File: config.mk
export PLATFORM = sky130hd
export DESIGN_NAME = wdog_guard
export DESIGN_NICKNAME = d
export VERILOG_FILES = /design/src/rtl/wdog_pkg.sv /design/src/rtl/wdog_cfg_lock.sv /design/src/rtl/wdog_tick_count.sv /design/src/rtl/wdog_guard.sv
export SDC_FILE = /design/constraint.sdc
export NUM_CORES = 1
export LEC_CHECK = 0
export CAP_MARGIN = 10
export CELL_PAD_IN_SITES_DETAIL_PLACEMENT = 1
export CELL_PAD_IN_SITES_GLOBAL_PLACEMENT = 1
export CORE_MARGIN = 5
export CORE_UTILIZATION = 45
export DETAILED_ROUTE_END_ITERATION = 16
export MAX_ROUTING_LAYER = met4
export PLACE_DENSITY_LB_ADDON = 0.15
export SLEW_MARGIN = 10
export SYNTH_ARGS = -nofsm -noshare
export SYNTH_HDL_FRONTEND = slang
export SYNTH_SLANG_ARGS = --single-unit
File: constraint.sdc
create_clock -name clk_i -period 3.7 [get_ports clk_i]
set_input_delay 0.925 -clock clk_i [delete_from_list [all_inputs] [get_ports clk_i]]
set_output_delay 0.925 -clock clk_i [all_outputs]
set_load 0.02 [all_outputs]
File: src/rtl/wdog_pkg.sv
package wdog_pkg;
  localparam int PSEL_W = 4;

  typedef struct packed {
    logic                en;
    logic                ie;
    logic [PSEL_W-1:0]   psel;
  } wdog_cfg_t;

  // codes beyond the last legal period collapse onto it
  function automatic logic [PSEL_W-1:0] clamp_sel(input logic [PSEL_W-1:0] v, input int n);
    if (int'(v) >= n) return PSEL_W'(n - 1);
    return v;
  endfunction
endpackage

File: src/rtl/wdog_cfg_lock.sv
module wdog_cfg_lock
  import wdog_pkg::*;
#(
  parameter int NUM_SEL = 10,
  parameter int WIN     = 4
) (
  input  logic              clk_i,
  input  logic              rst_ni,
  input  logic              wr_i,
  input  logic              wr_chg_i,
  input  logic              wr_en_i,
  input  logic              wr_ie_i,
  input  logic [PSEL_W-1:0] wr_psel_i,
  input  logic              fuse_i,
  input  logic              ie_clr_i,
  output wdog_cfg_t         cfg_o
);
  localparam int WIN_W = $clog2(WIN + 1);

  logic [WIN_W-1:0]  win_q;
  logic              en_q, ie_q;
  logic [PSEL_W-1:0] psel_q;
  logic              open, step1, step2;

  assign open  = (win_q != '0);
  assign step1 = wr_i & wr_chg_i & wr_en_i;
  assign step2 = wr_i & ~wr_chg_i & open;

  always_ff @(posedge clk_i or negedge rst_ni) begin
    if (!rst_ni) begin
      win_q  <= '0;
      en_q   <= 1'b0;
      ie_q   <= 1'b0;
      psel_q <= '0;
    end else begin
      if (step1)      win_q <= WIN_W'(WIN);
      else if (step2) win_q <= '0;
      else if (open)  win_q <= win_q - 1'b1;

      if (step2) begin
        en_q   <= wr_en_i;
        psel_q <= clamp_sel(wr_psel_i, NUM_SEL);
      end

      // interrupt enable is not guarded
      if (wr_i)          ie_q <= wr_ie_i;
      else if (ie_clr_i) ie_q <= 1'b0;
    end
  end

  assign cfg_o.en   = en_q | fuse_i;
  assign cfg_o.ie   = ie_q & ~fuse_i;
  assign cfg_o.psel = psel_q;

  AST_PSEL_GUARDED: assert property (@(posedge clk_i) disable iff (!rst_ni)
    !open |=> $stable(psel_q));
  AST_EN_GUARDED: assert property (@(posedge clk_i) disable iff (!rst_ni)
    !open |=> $stable(en_q));
  AST_WIN_EXPIRES: assert property (@(posedge clk_i) disable iff (!rst_ni)
    (win_q == WIN_W'(1)) && !step1 |=> !open);
endmodule

File: src/rtl/wdog_tick_count.sv
module wdog_tick_count
  import wdog_pkg::*;
#(
  parameter int BASE_LOG2 = 11,
  parameter int NUM_SEL   = 10
) (
  input  logic              clk_i,
  input  logic              rst_ni,
  input  logic              active_i,
  input  logic              tick_i,
  input  logic              kick_i,
  input  logic [PSEL_W-1:0] psel_i,
  output logic              tmo_o
);
  localparam int CNT_W = BASE_LOG2 + NUM_SEL - 1;

  logic [CNT_W-1:0] cnt_q;
  logic [CNT_W:0]   lim_tab [NUM_SEL];
  logic [CNT_W:0]   lim;
  logic             at_lim;

  for (genvar g = 0; g < NUM_SEL; g++) begin : g_lim
    assign lim_tab[g] = (CNT_W + 1)'((64'd1 << (BASE_LOG2 + g)) - 64'd1);
  end

  assign lim    = lim_tab[psel_i];
  // >= also covers a select that shrank below the running count
  assign at_lim = ({1'b0, cnt_q} >= lim);
  assign tmo_o  = active_i & tick_i & ~kick_i & at_lim;

  always_ff @(posedge clk_i or negedge rst_ni) begin
    if (!rst_ni)                    cnt_q <= '0;
    else if (!active_i || kick_i)   cnt_q <= '0;
    else if (tick_i)                cnt_q <= at_lim ? '0 : cnt_q + 1'b1;
  end

  AST_KICK_ZERO: assert property (@(posedge clk_i) disable iff (!rst_ni)
    kick_i |=> (cnt_q == '0));
  AST_HOLD_NO_TICK: assert property (@(posedge clk_i) disable iff (!rst_ni)
    active_i && !tick_i && !kick_i |=> $stable(cnt_q));
endmodule

File: src/rtl/wdog_guard.sv
module wdog_guard
  import wdog_pkg::*;
#(
  parameter int BASE_LOG2 = 11,
  parameter int NUM_SEL   = 10,
  parameter int WIN       = 4
) (
  input  logic        clk_i,
  input  logic        rst_ni,
  input  logic        tick_i,
  input  logic        kick_i,
  input  logic        wr_i,
  input  logic        wr_chg_i,
  input  logic        wr_en_i,
  input  logic        wr_ie_i,
  input  logic [3:0]  wr_psel_i,
  input  logic        irq_ack_i,
  input  logic        cause_clr_i,
  input  logic        fuse_on_i,
  output logic        irq_o,
  output logic        rst_pulse_o,
  output logic        cause_o,
  output logic        cfg_en_o,
  output logic        cfg_ie_o,
  output logic [3:0]  cfg_psel_o
);
  wdog_cfg_t cfg;
  logic      tmo, irq_q, rst_q, cause_q;
  logic      irq_set, rst_fire, ie_clr;

  // an ack in combined mode drops interrupt enable, arming the reset stage
  assign ie_clr = irq_ack_i & irq_q & cfg.en;

  wdog_cfg_lock #(.NUM_SEL(NUM_SEL), .WIN(WIN)) u_lock (
    .clk_i     (clk_i),
    .rst_ni    (rst_ni),
    .wr_i      (wr_i),
    .wr_chg_i  (wr_chg_i),
    .wr_en_i   (wr_en_i),
    .wr_ie_i   (wr_ie_i),
    .wr_psel_i (wr_psel_i),
    .fuse_i    (fuse_on_i),
    .ie_clr_i  (ie_clr),
    .cfg_o     (cfg)
  );

  wdog_tick_count #(.BASE_LOG2(BASE_LOG2), .NUM_SEL(NUM_SEL)) u_cnt (
    .clk_i    (clk_i),
    .rst_ni   (rst_ni),
    .active_i (cfg.en | cfg.ie),
    .tick_i   (tick_i),
    .kick_i   (kick_i),
    .psel_i   (cfg.psel),
    .tmo_o    (tmo)
  );

  assign irq_set  = tmo & cfg.ie & ~(cfg.en & irq_q);
  assign rst_fire = tmo & cfg.en & (~cfg.ie | irq_q);

  always_ff @(posedge clk_i or negedge rst_ni) begin
    if (!rst_ni) begin
      irq_q   <= 1'b0;
      rst_q   <= 1'b0;
      cause_q <= 1'b0;
    end else begin
      rst_q <= rst_fire;
      if (irq_set)        irq_q <= 1'b1;
      else if (irq_ack_i) irq_q <= 1'b0;
      if (rst_fire)         cause_q <= 1'b1;
      else if (cause_clr_i) cause_q <= 1'b0;
    end
  end

  assign irq_o       = irq_q;
  assign rst_pulse_o = rst_q;
  assign cause_o     = cause_q;
  assign cfg_en_o    = cfg.en;
  assign cfg_ie_o    = cfg.ie;
  assign cfg_psel_o  = cfg.psel;

  AST_RST_ONE_CYCLE: assert property (@(posedge clk_i) disable iff (!rst_ni)
    rst_pulse_o |=> !rst_pulse_o);
  AST_CAUSE_ON_RST: assert property (@(posedge clk_i) disable iff (!rst_ni)
    rst_pulse_o |-> cause_o);
  AST_IRQ_ONLY: assert property (@(posedge clk_i) disable iff (!rst_ni)
    tmo && cfg.ie && !cfg.en |=> irq_o && !rst_pulse_o);
  AST_IRQ_HOLD: assert property (@(posedge clk_i) disable iff (!rst_ni)
    irq_o && !irq_ack_i |=> irq_o);
  AST_FUSE_RST: assert property (@(posedge clk_i) disable iff (!rst_ni)
    fuse_on_i && tmo |=> rst_pulse_o);
endmodule

Word-level counts from Yosys, hierarchy flattened:

Memory sizes are Yosys's and may differ from the RTL's.
Index checks and enable logic that the tools add are counted.

* flip-flop bits (word level): 32
* ROM bits: 336
* bits of input ports: 15
* word-level logic and storage cells: 64
* memories: 1

* $add $sub $neg: 2
* order comparisons: 3
* muxes and demuxes: 18
* bitwise logic cells: 24
* reductions and logical operators: 8

Memories
* (name not given): depth 16, bits a word 21, rd ports 1, clocked after memory_dff 0, write ports 0, line wdog_tick_count.sv:26 `assign lim = lim_tab[psel_i];`

Operators by type and width (count)
* 20-bit two-way mux: 3
* 21-bit two-way mux: 2
* 20-bit by 21-bit greater-or-equal comparator with 1-bit output: 1
* 20-bit by 1-bit adder with 20-bit output (second input constant): 1
* 1-bit AND: 15
* 3-bit two-way mux: 3
* 1-bit two-way mux: 8
* 4-bit two-way mux: 2
* 2-bit nonzero test: 4
* 3-bit nonzero test: 2
* 5-bit greater-or-equal comparator (second input constant): 1
* 1-bit inverter: 5
* 4-bit inverter with 5-bit output: 1
* 4-bit greater-or-equal comparator (second input constant): 1
* 1-bit bitwise OR: 3
* 3-bit by 1-bit subtractor with 3-bit output (second input constant): 1
* 1-bit logical NOT: 1
* 1-bit logical OR: 1

Logic depth before layout (Yosys ltp):

Gate-level depths: netlist of the first run.

* depth in word-level cells: 9
* gate-level depth with buffers: 11

By module:

Synthesis of the first run repeated with hierarchy kept, for this count alone.

* cells, all modules: 211
* area, all modules: 2031.9 um^2

By module, submodules not included
* wdog_tick_count: instances 1, cells each 157, area an instance 1456.4 um^2
* wdog_cfg_lock: instances 1, cells each 41, area an instance 446.7 um^2
* wdog_guard: instances 1, cells each 13, area an instance 128.9 um^2

Worst setup path before layout of the first run:

Ideal clock, no wire load.

* path type: register -> register
* start: reg u_lock.psel_q[2]
* end: reg u_cnt.cnt_q[15]
* library setup time: 0.069 ns
* arrival: 2.261 ns
* data required time: 3.631 ns
* setup slack: 1.370 ns
* cell stages (with the launch flop): 11
* path buffers: 1
* period minus slack after synthesis: 2.330 ns
* path through: dfrtp_1 clkbuf_1 o21a_1 nor2_1 ha_1 nand4_1 nor3_1 nor3_1 nand3_1 or4_1 nand3_1

* longest elaborated chain between the ends: 8

Ends and longest elaborated chain
* from (decl): line wdog_cfg_lock.sv:22 `logic [PSEL_W-1:0] psel_q;`
* from (signal assigned): line wdog_cfg_lock.sv:42 `psel_q <= clamp_sel(wr_psel_i, NUM_SEL);`
* 4-bit inverter with 5-bit output (implied by the code): line wdog_tick_count.sv:26
* memory read 16 x 21 bit
* 21-bit two-way mux (implied by the code) (2 in series): line wdog_tick_count.sv:26
* 20-bit by 21-bit greater-or-equal comparator with 1-bit output: line wdog_tick_count.sv:28 `assign at_lim = ({1'b0, cnt_q} >= lim);`
* 20-bit two-way mux (2 in series): line wdog_tick_count.sv:34 `else if (tick_i) cnt_q <= at_lim ? '0 : cnt_q + 1'b1;`
* 20-bit two-way mux: line wdog_tick_count.sv:33 `else if (!active_i || kick_i) cnt_q <= '0;`
* to (signal assigned): line wdog_tick_count.sv:34
* to (decl): line wdog_tick_count.sv:17 `logic [CNT_W-1:0] cnt_q;`

No other way between the ends. The select of a mux whose other input is x is not followed.
A chain may end at the register's enable or synchronous reset.

Worst setup path after layout of the first run:

* start: in fuse_on_i
* end: out cfg_ie_o

* longest elaborated chain between the ends: 2

Ends and longest elaborated chain
* from (decl): line wdog_guard.sv:19 `input logic fuse_on_i,`
* 1-bit inverter: line wdog_cfg_lock.sv:52 `assign cfg_o.ie = ie_q & ~fuse_i;`
* 1-bit AND: line wdog_cfg_lock.sv:52
* to (decl): line wdog_guard.sv:24 `output logic cfg_ie_o,`

No other way between the ends.

==> impl_metrics.toml, run 1 <==
[run_status]
status = "completed"

[sta]
fin_skew_ns = 0.00708
period_share_pct = 86.6
setup_viol = 0
finalHoldViolations = 0
relSlewSlack_pct = 47.7
rsz0062_at_grt = "false"
tightest_slew_ns = 0.785
period_needed_ns = 3.20
drv_slew = 0
finalSetupTns_ns = 0
max_freq_mhz = 312

[synth]
yosys.area_share.simple_pct = 27.0
muxShareOfSynthArea_pct = 1.63
synth_fa_ha_area_share_pct = 7.83
yosysUniqueCellTypes = 39
syn_avg_cell_area_sq_um = 8.64
synth_edf_count = 0
synth_compound_area_share_pct = 17.4
synthXorXnorAreaFrac_pct = 0
async_flop_share_pct = 100
synthCells = 222
synth_top_family_by_area = "simple AND/OR/NAND/NOR gates"
dominantRegCellSynth = "dfrtp_1"
syn_nets = 249
syn_area_sq_um = 1920
yosys_warnings = 0
ys_seq_elements = 32
ys_seq_area_share_pct = 41.7

[final_layout]
layout-drive-gt1-share_pct = 6.48
fill_cells = 488
finalNetCount = 274
stdcell_area_sq_um = 2280
most-common-layout-cells = "35 x nand2_1, 32 x dfrtp_1, 23 x clkdlybuf4s50_1"
syn2layout_area_growth_pct = 19.0
utilization_pct = 56.3
antennaDiodeCount = 0
layout.cells.non_filler = 297
mostFrequentLayoutCell = "nand2_1"
multiInputGateArea_sq_um = 1040
ff_latch_area_sq_um = 801

[clock_network]
cts_tree = "done"
cts_sinks = 32
cts_root_buffer = "clkbuf_8"
ctsResizeCount = 0
h-tree-depth = 2
holdBufCountCts = 0
numCtsBuffers = 5
cts_buffer_depth = 2
cts.clk_slew.worst_paths_ns = 0.07
clk_latency_ns = 0.29
cts_setup_buffers = 0

[place]
dpl.cell_count = 290
port_buffers = 23
place.gp.congestion = 0.767
dpl_cell_area_sq_um = 2210
hpwl_um = 3360

[global_routing]
first_global_vias = 1720
overflow = 0
grt_pass1_wl_um = 8090
antenna_found_initial = 0
track_usage_pct = 19.2
grt_max_degree = 33

[power_and_ir_drop]
intPower_w = 0.000664
ir_worst_vdd_uv = 297
clkPwrFrac_pct = 25.2
power_density_nw_per_um2 = 450
p_seq_share_pct = 43.0
pwr-share-comb_pct = 31.8
power.leakage_nw = 0.949
p_sw_w = 0.000363
p_sw_share_pct = 35.3

[floorplan]
initial_core_util_pct = 47.3
rows = 23
fp.dieH_um = 75.3
io_pins = 24
core_sq_um = 4060
die-area_sq_um = 5670
die_width_um = 75.3

[critical_path]
arrival_ns = 2.28
path_class = "in -> out"
cp-end-kind = "output port"
crit_fanout = 3
crit_required_ns = 2.77
worst_setup_path_start_kind = "input pin"

[drt]
vias = 1744
initialDrtViolationCount = 58
first_pass_iters = 4
ant_nets = 0
vias_per_cell = 5.87
drt_wl_total_um = 4580
drc = 0
wl_per_cell_um = 15.4

[flow_run]
cap_violations = 0

[worst_hold_path]
hp-class = "reg -> reg"
[cell usage after synthesis, drive strengths merged, types with 4 or more instances]
| cell | number | share of area [%] |
|---|---|---|
| o311ai | 8 | 3.7 |
| nor2 | 10 | 2.2 |
| nand2 | 35 | 6.8 |
| o21ai | 17 | 4.4 |
| nor3 | 4 | 1.0 |
| inv | 14 | 2.7 |
| dfrtp | 32 | 42 |
| ha | 12 | 7.8 |
| or3 | 8 | 2.6 |
| clkbuf | 6 | 1.2 |
| nand3 | 22 | 6.4 |
| a21oi | 15 | 3.9 |
| and3 | 5 | 1.9 |
[final timing paths]
| check | start | cells past startpoint | slack, ns | to |
|---|---|---|---|---|
| max | fuse_on_i | 3 | 0.50 | cfg_ie_o |
| min | cause_o | 1 | 0.48 | cause_o |
| max reg2reg | u_lock.psel_q[2] | 9 | 1.07 | u_cnt.cnt_q[16] |
| min reg2reg | cause_o | 1 | 0.48 | cause_o |
| max in group asynchronous | rst_ni | 2 | 2.37 | u_lock.psel_q[0] |
| min in group asynchronous | rst_ni | 2 | 1.03 | rst_pulse_o |
[power groups by stage]
stage	Combinational, W	Sequential [W]	Clock [W]
final	0.000326	0.000442	0.000259
after global routing	0.000374	0.000451	0.000283
after CTS	0.000333	0.000442	0.000263
after detailed placement	0.000329	0.000448	0
after global placement	0.000319	0.000447	0
after floorplan	0.000209	0.000443	0
[stage by stage]
step                      worst slack, ns  hold WS (ns)  power (W)
after global placement              0.546         0.460   0.000766
final                               0.496         0.484    0.00103
after global routing                0.410         0.514    0.00111
after CTS                           0.493         0.488    0.00104
after detailed placement            0.493         0.472   0.000777
after floorplan                      1.37         0.461   0.000652
[sequential cells by signal, indices dropped and copies added (netlist names)]
name / count
cause_o: 1
u_lock.psel_q: 4
irq_o: 1
rst_pulse_o: 1
u_lock.ie_q: 1
u_lock.en_q: 1
u_lock.win_q: 3
u_cnt.cnt_q: 20
[kinds of logic (layout without fill, tap and decap cells)]
kind of cell / after synthesis / in the layout
simple gates: 101 / 101
compound gates: 52 / 52
flops: 32 / 32
buf+inv: 22 / 47
fa+ha+maj: 12 / 12
mux: 3 / 3
[per-layer routing]
metal	vias to the layer above	share of wire [%]	track usage [%]
met2	21	47	30.0
met4	0	1.1	4.66
li1	853	-	-
met1	864	48	24.9
met3	6	3.1	5.21
met5	-	0	-
[layout make-up]
class / instances / area share, %
multi-input cells: 168 / 45.4
flip-flops and latches: 32 / 35.1
repair buffers: 26 / 11.1
clock buffers: 6 / 3.18
well taps: 50 / 2.74
inverters: 14 / 2.30
clock inverters: 1 / 0.219
[worst max-delay path, stage by stage]
cell and delay [ns]:
clkdlybuf4s50_1 0.43, nor2b_1 0.25, clkdlybuf4s50_1 0.67
No activity file was read; power rests on OpenSTA's default activity.
==> run 2, diff against run 1 <==
--- a/config.mk
+++ b/config.mk
@@ -13,7 +13,6 @@
 export DETAILED_ROUTE_END_ITERATION = 16
 export MAX_ROUTING_LAYER = met4
 export PLACE_DENSITY_LB_ADDON = 0.15
-export SLEW_MARGIN = 10
 export SYNTH_ARGS = -nofsm -noshare
 export SYNTH_HDL_FRONTEND = slang
 export SYNTH_SLANG_ARGS = --single-unit
==> results of run 2 <==
No change in the layout: final DEF, timing and power equal those of run 1.
